### config.mk
export PLATFORM = sky130hd
export DESIGN_NAME = tiny8_core
export DESIGN_NICKNAME = d
export VERILOG_FILES = /design/src/rtl/tiny8_pkg.sv /design/src/rtl/tiny8_decode.sv /design/src/rtl/tiny8_alu.sv /design/src/rtl/tiny8_regfile.sv /design/src/rtl/tiny8_core.sv
export SDC_FILE = /design/constraint.sdc
export NUM_CORES = 1
export LEC_CHECK = 0
export ABC_CLOCK_PERIOD_IN_PS = 16500
export BUFFER_PORTS_ARGS = -buffer_cell sky130_fd_sc_hd__buf_2
export CORE_UTILIZATION = 29
export DETAILED_ROUTE_END_ITERATION = 10
export GPL_ROUTABILITY_DRIVEN = 0
export GPL_TIMING_DRIVEN = 1
export SLEW_MARGIN = 15
export SYNTH_ARGS = -nofsm -noshare
export SYNTH_HDL_FRONTEND = slang
export SYNTH_SLANG_ARGS = --single-unit
### constraint.sdc
create_clock -name clk -period 16.5 [get_ports clk]
set_input_delay 4.125 -clock clk [delete_from_list [all_inputs] [get_ports clk]]
set_output_delay 4.125 -clock clk [all_outputs]
set_load 0.05 [all_outputs]
### src/rtl/tiny8_pkg.sv
package tiny8_pkg;

  localparam int NFLAGS = 5;
  localparam int FL_Z   = 0;
  localparam int FL_N   = 1;
  localparam int FL_V   = 2;
  localparam int FL_C   = 3;
  localparam int FL_H   = 4;

  localparam int IW     = 16;   // instruction word width
  localparam int RIDX_W = 5;    // register index width fixed by the encoding
  localparam int J_OFFW = 12;   // relative jump offset width
  localparam int B_OFFW = 7;    // conditional branch offset width

  typedef enum logic [1:0] {
    ST_FILL,   // refill: present PC, nothing executes
    ST_EXEC,   // first (or only) cycle of an instruction
    ST_LD2,    // second cycle of a load
    ST_ST2     // second cycle of a store
  } state_e;

  typedef enum logic [3:0] {
    OP_NOP,
    OP_LDS,
    OP_STS,
    OP_CP,
    OP_RJMP,
    OP_BREQ,
    OP_BRNE,
    OP_INC,
    OP_DEC
  } op_e;

  typedef enum logic [1:0] {
    ALU_CMP,
    ALU_INC,
    ALU_DEC
  } alu_op_e;

endpackage

### src/rtl/tiny8_decode.sv
module tiny8_decode
  import tiny8_pkg::*;
(
  input  logic [IW-1:0]     ir,
  output op_e               op,
  output logic [RIDX_W-1:0] rd_idx,
  output logic [RIDX_W-1:0] rr_idx,
  output logic [J_OFFW-1:0] joff,
  output logic [B_OFFW-1:0] boff
);

  assign rd_idx = ir[8:4];
  assign rr_idx = {ir[9], ir[3:0]};
  assign joff   = ir[11:0];
  assign boff   = ir[9:3];

  always_comb begin
    op = OP_NOP;
    if (ir[15:9] == 7'b1001000 && ir[3:0] == 4'h0)      op = OP_LDS;
    else if (ir[15:9] == 7'b1001001 && ir[3:0] == 4'h0) op = OP_STS;
    else if (ir[15:9] == 7'b1001010 && ir[3:0] == 4'h3) op = OP_INC;
    else if (ir[15:9] == 7'b1001010 && ir[3:0] == 4'hA) op = OP_DEC;
    else if (ir[15:10] == 6'b000101)                    op = OP_CP;
    else if (ir[15:12] == 4'hC)                         op = OP_RJMP;
    else if (ir[15:11] == 5'b11110 && ir[2:0] == 3'b001)
      op = ir[10] ? OP_BRNE : OP_BREQ;
  end

endmodule

### src/rtl/tiny8_alu.sv
module tiny8_alu
  import tiny8_pkg::*;
#(
  parameter int DW = 8
) (
  input  alu_op_e           op,
  input  logic [DW-1:0]     a,
  input  logic [DW-1:0]     b,
  output logic [DW-1:0]     res,
  output logic [NFLAGS-1:0] fl_new,
  output logic [NFLAGS-1:0] fl_mask
);

  localparam int HW = DW / 2;

  logic [DW:0] diff;
  logic [HW:0] hdiff;

  assign diff  = {1'b0, a} - {1'b0, b};
  assign hdiff = {1'b0, a[HW-1:0]} - {1'b0, b[HW-1:0]};

  always_comb begin
    res     = diff[DW-1:0];
    fl_new  = '0;
    fl_mask = '0;
    unique case (op)
      ALU_CMP: begin
        res           = diff[DW-1:0];
        fl_new[FL_C]  = diff[DW];
        fl_new[FL_H]  = hdiff[HW];
        fl_new[FL_V]  = (a[DW-1] ^ b[DW-1]) & (a[DW-1] ^ res[DW-1]);
        fl_mask       = '1;
      end
      ALU_INC: begin
        res           = a + DW'(1);
        fl_new[FL_V]  = res[DW-1] & ~a[DW-1];
        fl_mask[FL_Z] = 1'b1;
        fl_mask[FL_N] = 1'b1;
        fl_mask[FL_V] = 1'b1;
      end
      ALU_DEC: begin
        res           = a - DW'(1);
        fl_new[FL_V]  = ~res[DW-1] & a[DW-1];
        fl_mask[FL_Z] = 1'b1;
        fl_mask[FL_N] = 1'b1;
        fl_mask[FL_V] = 1'b1;
      end
      default: begin
        res     = diff[DW-1:0];
        fl_mask = '0;
      end
    endcase
    fl_new[FL_Z] = (res == '0);
    fl_new[FL_N] = res[DW-1];
  end

endmodule

### src/rtl/tiny8_regfile.sv
module tiny8_regfile #(
  parameter int DW    = 8,
  parameter int NREGS = 32,
  localparam int AW   = $clog2(NREGS)
) (
  input  logic          clk,
  // port A: execution result, wins on an index clash
  input  logic          wa_en,
  input  logic [AW-1:0] wa_idx,
  input  logic [DW-1:0] wa_data,
  // port B: deferred load data
  input  logic          wb_en,
  input  logic [AW-1:0] wb_idx,
  input  logic [DW-1:0] wb_data,
  input  logic [AW-1:0] ra_idx,
  output logic [DW-1:0] ra_data,
  input  logic [AW-1:0] rb_idx,
  output logic [DW-1:0] rb_data
);

  logic [DW-1:0] regs [NREGS];

  for (genvar gi = 0; gi < NREGS; gi++) begin : g_entry
    logic hit_a, hit_b;
    assign hit_a = wa_en && (wa_idx == AW'(gi));
    assign hit_b = wb_en && (wb_idx == AW'(gi));
    always_ff @(posedge clk) begin
      if (hit_a)      regs[gi] <= wa_data;
      else if (hit_b) regs[gi] <= wb_data;
    end
  end

  assign ra_data = regs[ra_idx];
  assign rb_data = regs[rb_idx];

endmodule

### src/rtl/tiny8_core.sv
module tiny8_core
  import tiny8_pkg::*;
#(
  parameter int PCW = 16,
  parameter int DAW = 16,
  parameter int DW  = 8
) (
  input  logic              clk,
  input  logic              rst_n,
  output logic [PCW-1:0]    imem_addr,
  input  logic [IW-1:0]     imem_rdata,
  output logic [DAW-1:0]    dmem_addr,
  input  logic [DW-1:0]     dmem_rdata,
  output logic              dmem_we,
  output logic [DW-1:0]     dmem_wdata,
  output logic [NFLAGS-1:0] stat_flags
);

  localparam int NREGS = 1 << RIDX_W;

  // architectural and sequencing state
  state_e              state_q, state_d;
  logic [PCW-1:0]      pc_q, pc_d;
  logic                pc_en;
  logic [NFLAGS-1:0]   flags_q, flags_d;
  logic                flags_en;
  logic [RIDX_W-1:0]   opr_q;        // register of the pending two-word op
  logic                opr_en;
  logic                ldp_q, ldp_d; // load data arrives this cycle

  // decode
  op_e                 dec_op;
  logic [RIDX_W-1:0]   dec_rd, dec_rr;
  logic [J_OFFW-1:0]   dec_joff;
  logic [B_OFFW-1:0]   dec_boff;

  tiny8_decode u_decode (
    .ir     (imem_rdata),
    .op     (dec_op),
    .rd_idx (dec_rd),
    .rr_idx (dec_rr),
    .joff   (dec_joff),
    .boff   (dec_boff)
  );

  // register file with load bypass
  logic [RIDX_W-1:0] rb_sel;
  logic [DW-1:0]     ra_raw, rb_raw, opa, opb;
  logic              rf_wa_en;
  logic [DW-1:0]     alu_res;

  assign rb_sel = (state_q == ST_ST2) ? opr_q : dec_rr;

  tiny8_regfile #(.DW(DW), .NREGS(NREGS)) u_regfile (
    .clk     (clk),
    .wa_en   (rf_wa_en),
    .wa_idx  (dec_rd),
    .wa_data (alu_res),
    .wb_en   (ldp_q),
    .wb_idx  (opr_q),
    .wb_data (dmem_rdata),
    .ra_idx  (dec_rd),
    .ra_data (ra_raw),
    .rb_idx  (rb_sel),
    .rb_data (rb_raw)
  );

  assign opa = (ldp_q && opr_q == dec_rd) ? dmem_rdata : ra_raw;
  assign opb = (ldp_q && opr_q == rb_sel) ? dmem_rdata : rb_raw;

  // ALU
  alu_op_e           alu_op;
  logic [NFLAGS-1:0] fl_new, fl_mask;

  always_comb begin
    unique case (dec_op)
      OP_INC:  alu_op = ALU_INC;
      OP_DEC:  alu_op = ALU_DEC;
      default: alu_op = ALU_CMP;
    endcase
  end

  tiny8_alu #(.DW(DW)) u_alu (
    .op      (alu_op),
    .a       (opa),
    .b       (opb),
    .res     (alu_res),
    .fl_new  (fl_new),
    .fl_mask (fl_mask)
  );

  logic in_exec, is_alu;
  assign in_exec  = (state_q == ST_EXEC);
  assign is_alu   = (dec_op == OP_CP) || (dec_op == OP_INC) || (dec_op == OP_DEC);
  assign rf_wa_en = in_exec && (dec_op == OP_INC || dec_op == OP_DEC);
  assign flags_en = in_exec && is_alu;
  assign flags_d  = (flags_q & ~fl_mask) | (fl_new & fl_mask);

  // control-flow targets
  logic [PCW-1:0] pc_p1, pc_p2, tgt_j, tgt_b;
  logic           br_take;

  assign pc_p1   = pc_q + PCW'(1);
  assign pc_p2   = pc_q + PCW'(2);
  assign tgt_j   = pc_p1 + {{(PCW-J_OFFW){dec_joff[J_OFFW-1]}}, dec_joff};
  assign tgt_b   = pc_p1 + {{(PCW-B_OFFW){dec_boff[B_OFFW-1]}}, dec_boff};
  assign br_take = (dec_op == OP_BREQ &&  flags_q[FL_Z]) ||
                   (dec_op == OP_BRNE && ~flags_q[FL_Z]);

  // next-state logic
  logic [PCW-1:0] fetch;

  always_comb begin
    state_d = state_q;
    pc_d    = pc_q;
    pc_en   = 1'b0;
    opr_en  = 1'b0;
    fetch   = pc_q;
    ldp_d   = (state_q == ST_LD2);
    unique case (state_q)
      ST_FILL: begin
        fetch   = pc_q;
        state_d = ST_EXEC;
      end
      ST_EXEC: begin
        unique case (dec_op)
          OP_LDS, OP_STS: begin
            fetch   = pc_p1;
            opr_en  = 1'b1;
            state_d = (dec_op == OP_LDS) ? ST_LD2 : ST_ST2;
          end
          OP_RJMP: begin
            pc_d    = tgt_j;
            pc_en   = 1'b1;
            fetch   = tgt_j;
            state_d = ST_FILL;
          end
          OP_BREQ, OP_BRNE: begin
            pc_en = 1'b1;
            if (br_take) begin
              pc_d    = tgt_b;
              fetch   = tgt_b;
              state_d = ST_FILL;
            end else begin
              pc_d  = pc_p1;
              fetch = pc_p1;
            end
          end
          default: begin
            pc_d  = pc_p1;
            pc_en = 1'b1;
            fetch = pc_p1;
          end
        endcase
      end
      ST_LD2, ST_ST2: begin
        pc_d    = pc_p2;
        pc_en   = 1'b1;
        fetch   = pc_p2;
        state_d = ST_EXEC;
      end
      default: begin
        state_d = ST_FILL;
      end
    endcase
  end

  // registers
  always_ff @(posedge clk or negedge rst_n) begin
    if (!rst_n) begin
      state_q <= ST_FILL;
      pc_q    <= '0;
      flags_q <= '0;
      ldp_q   <= 1'b0;
    end else begin
      state_q <= state_d;
      ldp_q   <= ldp_d;
      if (pc_en)    pc_q    <= pc_d;
      if (flags_en) flags_q <= flags_d;
    end
  end

  always_ff @(posedge clk) begin
    if (opr_en) opr_q <= dec_rd;
  end

  // outputs
  assign imem_addr  = fetch;
  assign dmem_addr  = imem_rdata[DAW-1:0];
  assign dmem_we    = (state_q == ST_ST2);
  assign dmem_wdata = opb;
  assign stat_flags = flags_q;

endmodule

# Yosys cells after proc, flatten, opt, wreduce, memory -nomap -nowiden

Memory sizes are Yosys's and may differ from the RTL's.
Cells that the tools add are included.

Bits in registers: 29
Bits in latches: 0
Memory bits (writable): 256
Memory bits (read-only): 0
Output and inout port bits: 46
Memories kept: 1

Add/sub/neg operators: 8
$mul: 0
Divide/modulo/power cells: 0
Order comparisons: 0
Eq/ne operators: 89
Shift-type cells: 0
Multiplexer cells: 222
Bitwise operators: 44
Reduce and logical (&&, ||, !) cells: 93

Memory list:

| name           | depth | bits a word | rd ports | clocked after Yosys merged registers in | write ports | RTL line            | text |
|---|---|---|---|---|---|---|---|
| u_regfile.regs | 32    | 8           | 2        | 0                                       | 32          | tiny8_regfile.sv:21 | `logic [DW-1:0] regs [NREGS];` |

Operators with widths:

| cell                                                 | number |
|---|---|
| two-way mux 8 bit                                    | 34 |
| equality test 5 bit (second input constant)          | 33 |
| two-way mux 1 bit                                    | 164 |
| case mux 16 bit (3 select lines)                     | 2 |
| equality test 5 x 4 -> 1 bit (second input constant) | 16 |
| logical AND 1 bit                                    | 75 |
| case mux 16 bit (2 select lines)                     | 2 |
| equality test 5 x 3 -> 1 bit (second input constant) | 8 |
| adder 16 bit                                         | 2 |
| OR 1 bit                                             | 32 |
| two-way mux 4 bit                                    | 7 |
| equality test 7 bit (second input constant)          | 3 |
| equality test 5 x 2 -> 1 bit (second input constant) | 4 |
| adder 16 x 1 -> 16 bit (second input constant)       | 1 |
| adder 16 x 2 -> 16 bit (second input constant)       | 1 |
| equality test 4 x 3 -> 1 bit (second input constant) | 4 |
| two-way mux 16 bit                                   | 1 |
| case mux 8 bit (2 select lines)                      | 1 |
| equality test 4 x 2 -> 1 bit (second input constant) | 3 |
| equality test 4 bit (second input constant)          | 3 |
| bitwise AND 5 bit                                    | 2 |
| equality test 5 x 1 -> 1 bit (second input constant) | 2 |
| equality test 5 bit                                  | 2 |
| zero test 5 bit                                      | 2 |
| 33 further kinds                                     | 52 |

# Logic depth before layout (Yosys ltp)

Gate-level depths: netlist of the first run.

Word-level depth: 17
Gate-level depth with buffers: 23
Gate-level depth less buffers: 19

# Modules after synthesis

A second synthesis of the first run with hierarchy kept.

Cells, all modules: 1,694
Area total of the unflattened synthesis: 21,787.1 sq um

By module, submodules not included:

| module        | times used | cells each | area an instance (sq um) | sequential area each (sq um) |
|---|---|---|---|---|
| tiny8_regfile | 1          | 933        | 15,907.8                 | 7,687.4 |
| tiny8_core    | 1          | 581        | 4,578.1                  | 750.7 |
| tiny8_alu     | 1          | 126        | 925.9                    | 0.0 |
| tiny8_decode  | 1          | 54         | 375.4                    | 0.0 |

# Worst setup path before layout of the first run

No wires, ideal clock.

Path type: input port to output port
Start: input port imem_rdata[4]
End: output port imem_addr[14]
Data arrival time: 7.663 ns
Data required time: 12.375 ns
Setup slack: 4.712 ns
Stages on the path: 17
Path through: buf_4 > buf_6 > buf_6 > buf_4 > buf_4 > inv_1 > fa_1 > nor2b_1 > o21ai_0 > a21boi_0 > o21ai_0 > a211oi_1 > o31a_1 > o21a_1 > o2111a_1 > a2111oi_0 > o221ai_1

Word-level cells in the longest chain between the ends: 4

RTL lines:

| item                               | RTL line          | text |
|---|---|---|
| start, declared                    | tiny8_core.sv:11  | `input logic [IW-1:0] imem_rdata,` |
| adder 16 bit                       | tiny8_core.sv:106 | `assign tgt_b = pc_p1 + {{(PCW-B_OFFW){dec_boff[B_OFFW-1]}}, dec_boff};` |
| two-way mux 16 bit                 | tiny8_core.sv:140 | `if (br_take) begin` |
| case mux 16 bit (2 select lines) * | tiny8_core.sv:126 | `unique case (dec_op)` |
| case mux 16 bit (3 select lines) * | tiny8_core.sv:120 | `unique case (state_q)` |
| end, declared                      | tiny8_core.sv:10  | `output logic [PCW-1:0] imem_addr,` |

Mark *: on every way between the ends. The rest lies on a longest branch, timed or not.

# Worst setup path after layout of the first run

Start: input port imem_rdata[5]
End: output port imem_addr[14]

Same word-level chain as after synthesis.

==> results of run 1 <==
-- per-stage QoR --
| stage | setup WS (ns) | power (mW) |
|---|---|---|
| after global routing | 4.14 | 2.87 |
| after floorplan | 4.71 | 1.74 |
| after detailed placement | 4.53 | 1.99 |
| final | 4.50 | 2.74 |
| after global placement | 4.55 | 1.97 |
| after CTS | 4.50 | 2.74 |
-- logic make-up after synthesis --
kind of cell               after synthesis  share of synthesized area, %
and+or+nand+nor                        640                          13.7
AOI/OAI and AO/OA                      520                          15.8
DFF                                    285                          41.7
buffers and inverters                  232                          5.30
muxes                                  188                          17.4
xor gates and xnor gates                66                          2.86
adders and majority gates               52                          3.33
-- sequential cells by signal, summed over array words and instances, names as in the netlist, named ones only --
| signal | count |
|---|---|
| ldp_q | 1 |
| opr_q | 5 |
| pc_q | 16 |
| state_q | 2 |
| u_regfile.regs | 256 |
-- metal layers --
layer  global-route usage (%)  up-vias  wire [µm]
met5                        0        -          9
met4                     6.62        2       2230
met3                     3.57      148       7270
met2                     30.3     1096      31500
met1                     24.8     8226      26400
li1                         -     7334          -
-- power by group through the flow --
stage               Combinational (mW)  Sequential, mW  Clock [mW]
finish                            1.07           0.928       0.744
CTS                               1.06           0.927       0.755
global placement                  1.03           0.940           0
global route                      1.16           0.932       0.778
detailed placement                1.05           0.942           0
floorplan                        0.812           0.927           0
-- critical path: stages --
cell and delay (ns):
buf_4 0.58, ha_1 0.40, nor2b_1 0.15, o21ai_0 0.19, a21boi_0 0.15, o21ai_0 0.33
a211oi_1 0.15, o31a_1 0.31, o21a_1 0.20, o2111a_1 0.23, a2111oi_0 0.55, o221ai_1 0.22
buf_2 0.25
-- cells in the final DEF, fill, tap and decap left out, drive strengths merged, types with 34 or more instances in the layout --
| cell | count |
|---|---|
| nand2 | 193 |
| o21bai | 34 |
| buf | 136 |
| clkbuf | 35 |
| nor2 | 294 |
| a21oi | 262 |
| inv | 40 |
| ha | 49 |
| xnor2 | 34 |
| edfxtp | 261 |
| nand3 | 38 |
| o21ai | 82 |
| mux4 | 128 |
| mux2i | 45 |
-- area by class of cell --
cell class              count  share of cell area, %
clock buffers              35                   3.51
clock inverters            21                   1.18
inverters                  40                  0.667
multi-input cells        1466                   48.1
flip-flops and latches    285                   37.5
well taps                 931                   5.18
repair buffers            136                   3.86
-- path summary, 6_finish.rpt --
kind | slack (ns) | startpoint | to | cells after the start
setup / recovery | 4.50 | imem_rdata[5] | imem_addr[14] | 13
hold / removal | 0.52 | flop | flop | 1
setup reg to reg | 9.45 | state_q[1] | u_regfile.regs[5][7] | 20
hold reg to reg | 0.52 | flop | flop | 1
max in group asynchronous | 12.51 | rst_n | pc_q[7] | 1
min in group asynchronous | 3.54 | rst_n | asynchronous set/reset pin | 1
==> run metrics, run 1 <==
filler instances=a little under 7k; Post-Layout Cell Count=2914; worst path required time=12.38 ns; Synth Net Count=around 2k; Peak VDD IR=86.7 µV; drt first pass iters=7; drt total wl=67400 µm; switching portion of total power=between 30 and 40%; Antenna Nets Post-Route=0; Placed Cells=2858; drt wl/cell=23.1 µm; Multi-input gate area=10800 µm²; Final nets=2038; hold_buf cts=0; Unique masters post-synth=a little under 80; Skew-Pair Late Insertion Delay=around 0.60 ns; Synth Warn #=0; Relative slew margins=17.5%; largest net degree at the start of global routing=65; result of the run=completed; total gr overflow=0; die area=70800 µm²; Row Count=between 90 and 100; register area share after synthesis=41.7%; vias in the first global route=15.9k; P_sw=1.03 mW; CTS tree=done; All-Layer GR Usage=18.7%; CTS Buffer Depth=3; CTS resizes=0; synthesized flop and latch total=285; minimum clock period=12.00 ns; TritonCTS Sinks=285; Setup TNS=0 ns; hold crit path type=flop to flop; CTS Buf Count=31; final instance area=about 23000 µm²; Slew @ Worst Pin=1.24 ns; Max Cap Viol=0; initial antenna violation count=1; layout cells sized above 1=19.1%; Final Hold Fails=0; final setup vio count=0; Initial Utilization=29.4%; area of the core=just under 70000 µm²; Synth Flop Type=edfxtp_1; fin crit share=72.7%; top cells by area, synth=edfxtp_1 39%, mux4_2 14%, a21oi_1 6.2%; DRC=0; internal power=1.71 mW; Hold WS=0.523 ns; number of synthesized flops with an enable pin=~260; first-pass GRT wire length=101000 µm; Post-synth ARST share=8.42%; Pwr Density=122 nW/µm²; Via Count=approximately 17k; area added between synthesis and finish=11.3%; Final HPWL DP=44400 µm; area leader, netlist=edfxtp_1; leakage=8.16 nW; Root Buffer=clkbuf_16; Post-CTS Setup Inserts=0; final core area utilization=32.7%; mapped cell area=20200 µm²; Seq. cell area=about 8400 µm²; Chip Width=266 µm; Synth top area share=38.8%; Comb pwr share=39.0%; CP Launch Type=input port; Clk network pwr share=27.1%; die height=266 µm; Mapped Cells=~2.0k; most common cell in the netlist=nor2_1; ant diodes=0; RSZ-0062 raised after global routing=false; # port buffers=71; Mean Syn Cell Area=10.2 µm²; critical path class=input port to output port; fin. max-slew vios=0; sequential share of power=33.8%; I/O Pins=72; arrival time at the worst endpoint=7.87 ns; 1st-iter DRT viols=2009; cell area after placement=21400 µm²; Max Fclk=0.0834 GHz; clock slew at reported path FFs=0.07 ns; H-tree depth=1; Clock Skews=0.0114 ns; CP Capture Type=output port; Post-synth top cells=292 x nor2_1, 261 x edfxtp_1, 251 x a21oi_1; crit-path max FO=between 40 and 50; DR vias/cell=5.77
Note: power is estimated with default switching activity, not from simulation.
==> run 2, diff against run 1 <==
--- a/config.mk
+++ b/config.mk
@@ -5,7 +5,8 @@
 export SDC_FILE = /design/constraint.sdc
 export NUM_CORES = 1
 export LEC_CHECK = 0
-export ABC_CLOCK_PERIOD_IN_PS = 16500
+export ABC_AREA = 1
+export ABC_CLOCK_PERIOD_IN_PS = 10100
 export BUFFER_PORTS_ARGS = -buffer_cell sky130_fd_sc_hd__buf_2
 export CORE_UTILIZATION = 29
 export DETAILED_ROUTE_END_ITERATION = 10
==> constraint.sdc (replaced) <==
create_clock -name clk -period 10.1 [get_ports clk]
set_input_delay 2.525 -clock clk [delete_from_list [all_inputs] [get_ports clk]]
set_output_delay 2.525 -clock clk [all_outputs]
set_load 0.05 [all_outputs]
==> run 2 against run 1 <==
Compared with the run above:
- sequential power up 99%
- global-route usage up 3.0 points
- cell count up 32%
- critical path type unchanged
- highest routed layer unchanged
==> run metrics, run 2 <==
internal power=3.53 mW; final setup vio count=0; Synth top area share=37.0%; Final Hold Fails=0; die area=74100 µm²; layout cells sized above 1=around 9.1%; Unique masters post-synth=slightly above 60; Slew @ Worst Pin=about 1.3 ns; TritonCTS Sinks=285; die height=272 µm; hold crit path type=flop to flop; minimum clock period=8.38 ns; Max Fclk=between 0.1 and 0.15 GHz; H-tree depth=1; CTS Buf Count=31; drt first pass iters=7; I/O Pins=between 70 and 80; Relative slew margins=between 10 and 15%; Peak VDD IR=1060 µV; CTS resizes=0; mapped cell area=21200 µm²; Post-synth top cells=817 x nand2_1, 397 x o21ai_0, 284 x nor2_1; switching portion of total power=48.8%; Largest Register=u_regfile.regs; CTS tree=done; clock slew at reported path FFs=0.07 ns; All-Layer GR Usage=21.7%; Mapped Cells=2904; Synth Net Count=2982; Chip Width=272 µm; Pwr Density=298 nW/µm²; CTS Buffer Depth=3; Root Buffer=clkbuf_16; Setup TNS=0 ns; largest net degree at the start of global routing=75; area added between synthesis and finish=9.32%; drt total wl=81800 µm; number of synthesized flops with an enable pin=261; DR vias/cell=5.46; sequential share of power=26.9%; Mean Syn Cell Area=7.29 µm²; commonest non-fill, non-tap cell in the layout=nand2_1; Final HPWL DP=55700 µm; 1st-iter DRT viols=2335; cell area after placement=22200 µm²; Comb pwr share=56.4%; P_sw=3.37 mW; worst path cell trace=buf_2 -> nand2_1 -> o21ai_4 -> buf_4 -> buf_4 -> o21ai_0 -> o221ai_1 -> o311ai_0 -> nand3_1 -> nand3_1 -> o21ai_1 -> buf_2; worst path required time=7.58 ns; arrival time at the worst endpoint=5.85 ns; total gr overflow=0; Post-synth ARST share=8.42%; fin. max-slew vios=0; Post-Layout Cell Count=3844; Clk network pwr share=16.7%; first-pass GRT wire length=122000 µm; CP Capture Type=output port; CP max stage delay=0.67 ns; most frequent cells in the layout=817 x nand2_1, 383 x o21ai_0, 283 x nor2_1, 261 x edfxtp_1, 200 x inv_1; Top Registers=u_regfile.regs: 256 flops, pc_q: 16 flops, opr_q: 5 flops; Final nets=2950; Antenna Nets Post-Route=0; Initial Utilization=29.5%; synthesized flop and latch total=285; crit-path max FO=74; drt wl/cell=21.3 µm; critical path class=input port to output port; most common cell in the netlist=nand2_1; hold_buf cts=0; Synth Warn #=0; Via Count=21.0k; result of the run=completed; area of the core=roughly 70000 µm²; ant diodes=0; fin worst setup slack=about 1.7 ns; Row Count=98; top cells by area, synth=edfxtp_1 37%, nand2_1 14%, o21ai_0 9.4%; CP Launch Type=input port; register area share after synthesis=39.9%; Placed Cells=between 3k and 4k; initial antenna violation count=1; Clock Skews=approximately 0.026 ns; RSZ-0062 raised after global routing=false; Max Cap Viol=0; Synth Flop Type=edfxtp_1; # port buffers=71; area leader, netlist=edfxtp_1; fin crit share=82.9%; Post-CTS Setup Inserts=0; final instance area=23100 µm²; DRC=0; Design Power=~7 mW; max reg flops=256; vias in the first global route=19.5k; dpl ws=1.77 ns; leakage=8.88 nW; Skew-Pair Late Insertion Delay=0.63 ns; Slowest-stage cell, CP=buf_4
-- run 2: cell count changes in the layout (fill, tap and decap cells not counted), moves of 98 or more --
cell,before,now
a21oi_1,251,122
inv_1,38,200
mux4_2,125,0
nand2_1,193,817
nand3_1,38,136
o21ai_0,72,383
-- run 2: worst paths after layout --
| check | end | slack [ns] | depth (start not counted) | startpoint |
|---|---|---|---|---|
| max | dmem_wdata[4] | 1.72 | 12 | imem_rdata[0] |
| min | flop | 0.49 | 2 | flop |
| max reg2reg | u_regfile.regs[31][6] | 3.21 | 24 | state_q[1] |
| min reg2reg | flop | 0.49 | 2 | flop |
| max in group asynchronous | asynchronous set/reset pin | 7.80 | 1 | rst_n |
| min in group asynchronous | pc_q[14] | 1.89 | 1 | rst_n |
-- run 2: power by group through the flow --
stage | Sequential (mW) | Clock [mW] | Combinational (mW)
2_1_floorplan | 1.87 | 0 | 2.71
3_3_place_gp | 1.87 | 0 | 3.74
3_5_place_dp | 1.88 | 0 | 3.81
4_1_cts | 1.85 | 1.16 | 3.81
5_1_grt | 1.86 | 1.21 | 4.23
6_report | 1.85 | 1.16 | 3.89
-- run 2: worst max-delay path: cells and delay by family --
family	cells	cell delay, ns
buf+inv	4	1.82
compound gates	5	0.99
simple gates	3	0.45
-- run 2: logic make-up (layout without fill, tap and decap cells) --
| kind of cell | count (synthesis) | count (layout) | share of synthesized area (%) |
|---|---|---|---|
| buf+inv | 428 | 418 | 9.07 |
| flops | 285 | 285 | 39.9 |
| compound gates | 788 | 788 | 21.0 |
| fa+ha+maj | 52 | 52 | 3.18 |
| simple gates | 1328 | 1328 | 26.0 |
| xor+xnor | 23 | 23 | 0.951 |
-- run 2: cell type report --
class	count	area (µm²)
clock buffers	38	863
clock inverters	17	130
multi-input cells	2191	10900
inverters	245	937
fillers	7717	48700
repair buffers	118	733
well taps	950	1190
flip-flops and latches	285	8440
-- run 2: metrics by stage --
step / utilization (%) / hold WS [ns]
after floorplan: - / 0.468
after global routing: 32.2 / 0.521
after global placement: 30.8 / 0.471
after detailed placement: 30.8 / 0.475
after CTS: 32.2 / 0.493
final: 32.2 / 0.494
-- run 2: metal layers --
metal / part of all wire [%] / wire, µm / up-vias / GRT usage [%]
met5: 0.10 / 82 / - / 0.834
met4: 5.7 / 4690 / 2 / 11.3
met3: 9.3 / 7570 / 254 / 3.40
met2: 46 / 37400 / 1177 / 35.3
met1: 39 / 32000 / 9754 / 27.5
li1: - / - / 9815 / -
